`config.mk`:
```
export PLATFORM = sky130hd
export DESIGN_NAME = mdma_host_engine
export DESIGN_NICKNAME = d
export VERILOG_FILES = /design/src/rtl/mdma_pkg.sv /design/src/rtl/mdma_timing.sv /design/src/rtl/mdma_seq.sv /design/src/rtl/mdma_dpath.sv /design/src/rtl/mdma_host_engine.sv
export SDC_FILE = /design/constraint.sdc
export NUM_CORES = 1
export LEC_CHECK = 0
export ABC_CLOCK_PERIOD_IN_PS = 7900
export BUFFER_PORTS_ARGS = -buffer_cell sky130_fd_sc_hd__buf_2
export CORE_UTILIZATION = 40
export DETAILED_ROUTE_END_ITERATION = 16
export PLACE_DENSITY = 0.72
export SLEW_MARGIN = 20
export SYNTH_ARGS = -nofsm -noshare
export SYNTH_HDL_FRONTEND = slang
export SYNTH_SLANG_ARGS = --single-unit
```
`constraint.sdc`:
```
create_clock -name clk -period 7.9 [get_ports clk]
set_input_delay 1.58 -clock clk [delete_from_list [all_inputs] [get_ports clk]]
set_output_delay 1.58 -clock clk [all_outputs]
set_load 0.01 [all_outputs]
```
`src/rtl/mdma_pkg.sv`:
```
package mdma_pkg;

  typedef enum logic [1:0] {
    ST_IDLE = 2'd0,
    ST_WAIT = 2'd1,
    ST_ACT  = 2'd2,
    ST_REC  = 2'd3
  } mdma_state_t;

  // Minimum times in ns; mode 3 falls back to the slowest set.
  function automatic int strobe_on_ns(input logic [1:0] m);
    case (m)
      2'd1:    return 80;
      2'd2:    return 70;
      default: return 215;
    endcase
  endfunction

  function automatic int cycle_ns(input logic [1:0] m);
    case (m)
      2'd1:    return 150;
      2'd2:    return 120;
      default: return 480;
    endcase
  endfunction

  function automatic int strobe_off_ns(input logic [1:0] m, input logic wr);
    case (m)
      2'd1:    return 50;
      2'd2:    return 25;
      default: return wr ? 215 : 50;
    endcase
  endfunction

  function automatic int ack_hold_ns(input logic [1:0] m);
    case (m)
      2'd1, 2'd2: return 5;
      default:    return 20;
    endcase
  endfunction

  function automatic int ns_to_cycles(input int ns, input int clk_ns);
    int c;
    c = (ns + clk_ns - 1) / clk_ns;
    return (c < 1) ? 1 : c;
  endfunction

endpackage

```
`src/rtl/mdma_timing.sv`:
```
module mdma_timing
  import mdma_pkg::*;
#(
  parameter int CLK_NS = 20,
  parameter int TMR_W  = 8
) (
  input  logic [1:0]       mode_q,
  input  logic             dir_q,
  output logic [TMR_W-1:0] act_cyc,
  output logic [TMR_W-1:0] rec_cyc
);
  int a_c, off_c, cyc_c, hold_c, rest_c, r_c;

  always_comb begin
    a_c    = ns_to_cycles(strobe_on_ns(mode_q), CLK_NS);
    off_c  = ns_to_cycles(strobe_off_ns(mode_q, dir_q), CLK_NS);
    cyc_c  = ns_to_cycles(cycle_ns(mode_q), CLK_NS);
    hold_c = ns_to_cycles(ack_hold_ns(mode_q), CLK_NS);
    rest_c = (cyc_c > a_c) ? (cyc_c - a_c) : 0;
    r_c    = off_c;
    if (rest_c > r_c) r_c = rest_c;
    if (hold_c > r_c) r_c = hold_c;
    act_cyc = TMR_W'(a_c);
    rec_cyc = TMR_W'(r_c);
  end
endmodule

```
`src/rtl/mdma_seq.sv`:
```
module mdma_seq
  import mdma_pkg::*;
#(
  parameter int CNT_W = 16,
  parameter int TMR_W = 8
) (
  input  logic             clk,
  input  logic             rst_n,
  input  logic             start_acc,
  input  logic [CNT_W-1:0] word_count,
  input  logic             can_go,
  input  logic [TMR_W-1:0] act_cyc,
  input  logic [TMR_W-1:0] rec_cyc,
  output mdma_state_t      st,
  output logic             launch,
  output logic             word_end,
  output logic             done
);
  logic [TMR_W-1:0] tmr;
  logic [CNT_W-1:0] remain;
  logic             rec_last;

  assign rec_last = (st == ST_REC) && (tmr == '0);
  assign word_end = (st == ST_ACT) && (tmr == '0);
  assign launch   = ((st == ST_WAIT) && can_go) ||
                    (rec_last && (remain != '0) && can_go);

  always_ff @(posedge clk or negedge rst_n) begin
    if (!rst_n) begin
      st     <= ST_IDLE;
      tmr    <= '0;
      remain <= '0;
      done   <= 1'b0;
    end else begin
      done <= 1'b0;
      case (st)
        ST_IDLE: begin
          if (start_acc) begin
            if (word_count == '0) done <= 1'b1;
            else begin
              remain <= word_count;
              st     <= ST_WAIT;
            end
          end
        end
        ST_WAIT: begin
          if (launch) begin
            st  <= ST_ACT;
            tmr <= act_cyc - 1'b1;
          end
        end
        ST_ACT: begin
          if (word_end) begin
            st     <= ST_REC;
            tmr    <= rec_cyc - 1'b1;
            remain <= remain - 1'b1;
          end else tmr <= tmr - 1'b1;
        end
        default: begin
          if (!rec_last) tmr <= tmr - 1'b1;
          else if (remain == '0) begin
            st   <= ST_IDLE;
            done <= 1'b1;
          end else if (launch) begin
            st  <= ST_ACT;
            tmr <= act_cyc - 1'b1;
          end else st <= ST_WAIT;
        end
      endcase
    end
  end
endmodule

```
`src/rtl/mdma_dpath.sv`:
```
module mdma_dpath #(
  parameter int DW = 16
) (
  input  logic          clk,
  input  logic          rst_n,
  input  logic          dir_q,
  input  logic          launch,
  input  logic          word_end,
  input  logic [DW-1:0] src_data,
  input  logic [DW-1:0] dev_rdata,
  input  logic          snk_ready,
  output logic [DW-1:0] wdata,
  output logic          full,
  output logic [DW-1:0] snk_data
);
  always_ff @(posedge clk or negedge rst_n) begin
    if (!rst_n) begin
      wdata    <= '0;
      full     <= 1'b0;
      snk_data <= '0;
    end else begin
      if (launch && dir_q) wdata <= src_data;
      if (word_end && !dir_q) begin
        snk_data <= dev_rdata;
        full     <= 1'b1;
      end else if (full && snk_ready) begin
        full <= 1'b0;
      end
    end
  end
endmodule

```
`src/rtl/mdma_host_engine.sv`:
```
module mdma_host_engine
  import mdma_pkg::*;
#(
  parameter int DW     = 16,
  parameter int CNT_W  = 16,
  parameter int CLK_NS = 20,
  parameter int TMR_W  = 8
) (
  input  logic             clk,
  input  logic             rst_n,
  input  logic             start,
  input  logic             dir_wr,
  input  logic [1:0]       mode,
  input  logic [CNT_W-1:0] word_count,
  input  logic             pause,
  output logic             busy,
  output logic             done,
  input  logic             src_valid,
  input  logic [DW-1:0]    src_data,
  output logic             src_ready,
  output logic             snk_valid,
  output logic [DW-1:0]    snk_data,
  input  logic             snk_ready,
  input  logic             dev_req,
  output logic             dev_ack,
  output logic             dev_rd_stb,
  output logic             dev_wr_stb,
  output logic [DW-1:0]    dev_wdata,
  output logic             dev_wdata_oe,
  input  logic [DW-1:0]    dev_rdata
);
  mdma_state_t      st;
  logic             dir_q, start_acc, launch, word_end, full, can_go, avail;
  logic [1:0]       mode_q;
  logic [TMR_W-1:0] act_cyc, rec_cyc;

  assign start_acc = start && (st == ST_IDLE);
  assign avail     = dir_q ? src_valid : !full;
  assign can_go    = dev_req && !pause && avail;

  always_ff @(posedge clk or negedge rst_n) begin
    if (!rst_n) begin
      dir_q  <= 1'b0;
      mode_q <= 2'd0;
    end else if (start_acc) begin
      dir_q  <= dir_wr;
      mode_q <= mode;
    end
  end

  mdma_timing #(.CLK_NS(CLK_NS), .TMR_W(TMR_W)) u_timing (
    .mode_q(mode_q), .dir_q(dir_q), .act_cyc(act_cyc), .rec_cyc(rec_cyc)
  );

  mdma_seq #(.CNT_W(CNT_W), .TMR_W(TMR_W)) u_seq (
    .clk(clk), .rst_n(rst_n), .start_acc(start_acc), .word_count(word_count),
    .can_go(can_go), .act_cyc(act_cyc), .rec_cyc(rec_cyc), .st(st),
    .launch(launch), .word_end(word_end), .done(done)
  );

  mdma_dpath #(.DW(DW)) u_dpath (
    .clk(clk), .rst_n(rst_n), .dir_q(dir_q), .launch(launch),
    .word_end(word_end), .src_data(src_data), .dev_rdata(dev_rdata),
    .snk_ready(snk_ready), .wdata(dev_wdata), .full(full), .snk_data(snk_data)
  );

  assign busy         = (st != ST_IDLE);
  assign dev_ack      = (st == ST_ACT) || (st == ST_REC);
  assign dev_rd_stb   = (st == ST_ACT) && !dir_q;
  assign dev_wr_stb   = (st == ST_ACT) && dir_q;
  assign dev_wdata_oe = dev_ack && dir_q;
  assign src_ready    = launch && dir_q;
  assign snk_valid    = full;
endmodule

```
[Word-level counts from Yosys, hierarchy flattened]
Index checks and enable logic that the tools add are counted.
Word-level totals
  output and inout port bits: 40
  flip-flop bits (word level): 63
  input port bits: 58
Cells by class
  bitwise gates (word level): 1
  div/mod/pow operators: 4
  equal/unequal tests: 10
  add/subtract/negate cells: 13
  multiplexer cells: 37
  reductions and logical operators: 33
  $lt $le $gt $ge: 7
Operators with widths (number)
  two-way mux 32 bit: 6
  divider 32 x 6 -> 32 bit, second input constant: 4
  < comparator 32 x 2 -> 1 bit, second input constant: 4
  subtractor 32 x 2 -> 32 bit, second input constant: 4
  greater-than comparator 32 bit: 3
  case mux 32 bit (2 select lines): 1
  two-way mux 16 bit: 3
  two-way mux 8 bit: 6
  adder 32 x 6 -> 32 bit, second input constant: 1
  logical NOT 16 bit: 2
  case mux 16 bit (2 select lines): 1
  subtractor 32 bit: 1
  case mux 8 bit (3 select lines): 1
  subtractor 8 x 1 -> 8 bit, second input constant: 3
  case mux 9 bit (2 select lines): 1
  case mux 8 bit (2 select lines): 1
  nonzero test 16 bit: 1
  subtractor 16 x 1 -> 16 bit, second input constant: 1
  logical AND 1 bit: 14
  two-way mux 2 bit: 7
  adder 9 x 5 -> 10 bit, second input constant: 1
  adder 8 x 5 -> 9 bit, second input constant: 1
  logical NOT 8 bit: 1
  two-way mux 1 bit: 7
  other kinds (19): 30

[Depth between registers and ports, before layout]
  depth after elaboration: 16
  mapped depth: 32
  gate-level depth less buffers: 30

[Cells and area by module]
Synthesis repeated with hierarchy kept, for this count alone.
Unflattened totals
  cell total of the unflattened synthesis: 503
  area total of the unflattened synthesis: 4693.3 µm²
By module, submodules not included
  mdma_seq: area each 2376.0 µm², cells each 290, seq. area each 675.6 µm², times used 1
  mdma_dpath: area each 1287.5 µm², cells each 72, seq. area each 825.8 µm², times used 1
  mdma_timing: area each 839.6 µm², cells each 124, seq. area each 0.0 µm², times used 1
  mdma_host_engine: area each 190.2 µm², cells each 17, seq. area each 75.1 µm², times used 1

[Worst setup path after synthesis]
Ideal clock, no wire load.
  path kind: register to register
  start point: register mode_q[0]
  end point: register u_seq.tmr[2]
  required time: 7.774 ns
  arrival time: 5.636 ns
  path slack: 2.138 ns
  period minus slack after synthesis: 5.762 ns
  stages on the path, launching flop included: 32
  path buffers: 2
  library setup time: 0.126 ns
  path through: dfrtp_1 -> inv_1 -> ha_1 -> buf_4 -> nand2b_1 -> nand2_1 -> inv_1 -> ha_1 -> or2_1 -> a32o_1 -> buf_6 -> or3_4 -> clkinv_4 -> xnor2_2 -> ha_1 -> inv_1 -> a41oi_1 -> a32o_1 -> o2111ai_2 -> nand2b_1 -> ha_1 -> nand4_1 -> mux2i_1 -> a21oi_2 -> mux2_4 -> a311o_1 -> o21ai_1 -> ha_1 -> nand2_1 -> or4_1 -> o2111ai_1 -> o21ai_1
Between the ends
  cells in the longest elaborated chain, start to end: 16
  elaborated cells on any way between the ends: 41
  those cells by class: add/sub (11); div (4); order compare (7); eq/ne (2); mux (16); reduce/logical (1)
RTL lines
  from (decl): line mdma_host_engine.sv:34  | logic [1:0] mode_q;
  from (signal assigned): line mdma_host_engine.sv:47  | mode_q <= mode;
  == test 2 bit or == test 2 x 1 -> 1 bit (tied branches)
  case mux 9 bit (2 select lines) or case mux 8 bit (2 select lines) (tied branches): line mdma_pkg.sv:20, mdma_pkg.sv:12
  adder 9 x 5 -> 10 bit or adder 8 x 5 -> 9 bit (tied branches): line mdma_pkg.sv:44  | c = (ns + clk_ns - 1) / clk_ns;
  subtractor 32 x 2 -> 32 bit: line mdma_pkg.sv:44
  divider 32 x 6 -> 32 bit: line mdma_pkg.sv:44
  < comparator 32 x 2 -> 1 bit: line mdma_pkg.sv:45  | return (c < 1) ? 1 : c;
  two-way mux 32 bit: line mdma_pkg.sv:45
  subtractor 32 bit or greater-than comparator 32 bit (tied branches): line mdma_timing.sv:19  | rest_c = (cyc_c > a_c) ? (cyc_c - a_c) : 0;
  two-way mux 32 bit: line mdma_timing.sv:19
  greater-than comparator 32 bit: line mdma_timing.sv:21  | if (rest_c > r_c) r_c = rest_c;
  two-way mux 32 bit: line mdma_timing.sv:21
  greater-than comparator 32 bit: line mdma_timing.sv:22  | if (hold_c > r_c) r_c = hold_c;
  two-way mux 8 bit: line mdma_timing.sv:22
  subtractor 8 x 1 -> 8 bit: line mdma_seq.sv:55  | tmr <= rec_cyc - 1'b1;
  two-way mux 8 bit: line mdma_seq.sv:53  | if (word_end) begin
  case mux 8 bit (3 select lines) *: line mdma_seq.sv:36  | case (st)
  to (signal assigned): line mdma_seq.sv:55
  to (signal assigned): line mdma_seq.sv:57  | end else tmr <= tmr - 1'b1;
  to (signal assigned): line mdma_seq.sv:60  | if (!rec_last) tmr <= tmr - 1'b1;
  to (decl): line mdma_seq.sv:19  | logic [TMR_W-1:0] tmr;
Mark *: on every way between the ends. The rest lies on a longest branch, timed or not. The select of a mux whose other input is x is not followed.
A chain may end at the register's enable or synchronous reset.

[Final worst setup path]
Ends and elaborated chain as after synthesis.

==> summary.md <==
| Metric | Value |
|---|---|
| Req. time, crit path | 8.10 ns |
| Setup repair after global routing missed its margin | no |
| Layout cell share with drive strength beyond 1 | 29.6% |
| Commonest non-fill, non-tap cell in the layout | buf_2 |
| Slowest stage delay, CP | 0.45 ns |
| IO Port Bufs | 97 |
| Clock transition at path regs | 0.06 ns |
| Kind of end point of the critical path | flip-flop |
| Fillers | 1008 |
| Tmin final | 6.66 ns |
| Starting Density | 41.6% |
| Max-cap violation count | 0 |
| Sink Count | 63 |
| Total gr overflow | 0 |
| Root buffer cell | clkbuf_16 |
| Hold Buf Count CTS | 0 |
| Most frequent cells in the layout | 97 x buf_2, 63 x dfrtp_1, 47 x nor2_1 |
| Hold Path Class | flip-flop to flip-flop |
| Synth async-reset ratio | 100% |
| DR pass1 iterations | 6 |
| Mapped Area | 4560 um2 |
| Initial antenna violation count | 0 |
| Hold Fails Final Rpt | 0 |
| #FFs+latches synth | 63 |
| # IOs | 98 |
| Final Skew | 0.00872 ns |
| Detailed-route vias per instance | 5.85 |
| Clk buf depth | 2 |
| Die ar. | 11800 um2 |
| Multi-input logic area | 2780 um2 |
| Cells after synthesis | 507 |
| H-Tree Level Count | 3 |
| TritonCTS clock tree | built |
| Slew headroom | 43.7% |
| Synth Warn # | 0 |
| Final Hold Slack | 0.494 ns |
| CP startpoint kind | flip-flop |
| DRC violations left | 0 |
| Core footprint | 11000 um2 |
| Main flop type after synthesis | dfrtp_1 |
| EDFF count, synth | 0 |
| Synth Area per Inst | 9.00 um2 |
| Most frequent CP cell | ha_1 |
| Area Growth Syn to Fin | 19.2% |
| Final #Nets | 682 |
| Cell Rows | 38 |
| Final Cycle Share | 84.3% |
| Die W | 109 um |
| ANT nets after route | 0 |
| CP max stage cell | or3_4 |
| Arrival time at the worst endpoint | 6.85 ns |
| Setup Crit Path Kind | flip-flop to flip-flop |
| Routed via count | 4356 |
| Clock latency on the worst-skew pair | 0.33 ns |
| Final WL | 12.2 mm |
| Synth unique cells | 80 |
| Fin. max-slew vios | 0 |
| Drt wl/cell | 16.4 um |
| Post-route setup TNS | 0 ns |
| Post-CTS Setup Bufs | 0 |
| Sequential cell area | 1580 um2 |
| Largest net degree at the start of global routing | 64 |
| Die H | 109 um |
| PostCTS Resize Cnt | 0 |
| Num CTS Buffers | 9 |
| Tightest Pin Transition | 0.844 ns |
| Vias in the first global route | 4384 |
| Diode count | 0 |
| First-pass GRT wire length | 20.9 mm |
| Seq/Total Area, Yosys | 34.5% |
| HPWL Detailed | 8.96 mm |
| Crit Path Max Fanout | 25 |
| Status | completed |
| Initial drt markers | 363 |
| Global Route Usage Sum | 22.4% |
| Routability congestion estimate | 0.881 |
| Fmax | 0.150 GHz |
| Setup Viol. Count Final | 0 |
kinds of logic (layout without fill, tap and decap cells):
group	Yosys count	after routing	synth area share, %
AOI/OAI and AO/OA	153	153	23.7
xor gates and xnor gates	2	2	0.548
adders and majority gates	24	24	6.58
buffers and inverters	49	145	4.88
DFF	63	63	34.5
muxes	40	40	9.87
other	1	3	0.0822
and+or+nand+nor	175	175	19.8
critical path, delay by kind of cell (launching register included):
kind	cells	cell delay [ns]
simple gates	8	1.90
compound gates	9	1.71
fa+ha+maj	5	1.36
buf+inv	5	0.60
mux	2	0.46
flops	1	0.39
xor+xnor	1	0.11
synth_stat cells (3+ instances only):
cell,n,share of area (%)
dfrtp_1,63,35
nor2_1,47,3.9
nand2_1,37,3.0
mux2_2,35,8.6
a21oi_1,29,3.2
o21ai_0,28,3.1
nand3_1,26,2.9
inv_1,25,2.1
ha_1,24,6.6
o22ai_1,15,2.1
nor4_1,11,1.5
clkbuf_1,9,0.74
nand2b_1,9,1.2
nor3_1,9,0.99
a21o_1,7,1.2
o211ai_1,7,1.2
and2_1,6,0.82
buf_2,6,0.66
a31oi_1,5,0.69
buf_4,5,0.82
o221ai_1,5,0.96
o31ai_1,5,0.82
o2111ai_1,4,0.77
o21a_1,4,0.66
a22oi_1,3,0.49
a2bb2oi_1,3,0.58
a32o_1,3,0.66
and3_1,3,0.41
mux2i_1,3,0.66
nand4_1,3,0.41
o21ai_1,3,0.33
sequential cells by signal (all words and copies together) (netlist names):
name and flops:
u_dpath.full 1, u_seq.done 1, u_seq.tmr 8, dir_q 1, u_seq.remain 16, mode_q 2, u_dpath.wdata 16, u_seq.st 2
u_dpath.snk_data 16
metal layers:
metal / wire (um) / track usage (%) / vias up
li1: - / - / 2081
met1: 5260 / 27.6 / 2078
met2: 6000 / 39.0 / 169
met3: 639 / 2.75 / 28
met4: 286 / 10.0 / 0
met5: 0 / 0 / -
area by class of cell:
class | instances | share of cell area [%]
clock buffer | 10 | 4.39
sequential | 63 | 29.0
timing repair buffer | 102 | 9.61
multi-input combinational | 397 | 51.1
inverter | 27 | 1.95
clock inverter | 6 | 0.805
tap | 140 | 3.22
through the flow:
stage | std cells | utilization [%] | setup slack, ns | instance area [um2]
3_5_place_dp | 729 | 46.9 | 1.34 | 5150
5_1_grt | 745 | 49.6 | 0.787 | 5440
3_3_place_gp | 729 | 46.9 | 1.60 | 5150
4_1_cts | 745 | 49.5 | 1.31 | 5440
2_1_floorplan | 509 | - | 2.14 | 4570
6_report | 745 | 49.6 | 1.24 | 5440
path summary, 6_finish.rpt:
path,startpoint,endpoint,slack (ns),cells after the start
hold / removal,u_dpath.full$_DFFE_PN0P_,u_dpath.full$_DFFE_PN0P_,0.49,1
hold reg to reg,u_dpath.full$_DFFE_PN0P_,u_dpath.full$_DFFE_PN0P_,0.49,1
setup reg to reg,mode_q[0]$_DFFE_PN0P_,u_seq.tmr[2]$_DFFE_PN0P_,1.24,30
setup / recovery,mode_q[0]$_DFFE_PN0P_,u_seq.tmr[2]$_DFFE_PN0P_,1.24,30
min in group asynchronous,rst_n,u_seq.remain[6]$_DFFE_PN0P_,1.42,2
max in group asynchronous,rst_n,dir_q$_DFFE_PN0P_,5.95,2
Power is not shown: default switching activity piles up to over one toggle a cycle in this logic, so the estimate is an artifact.
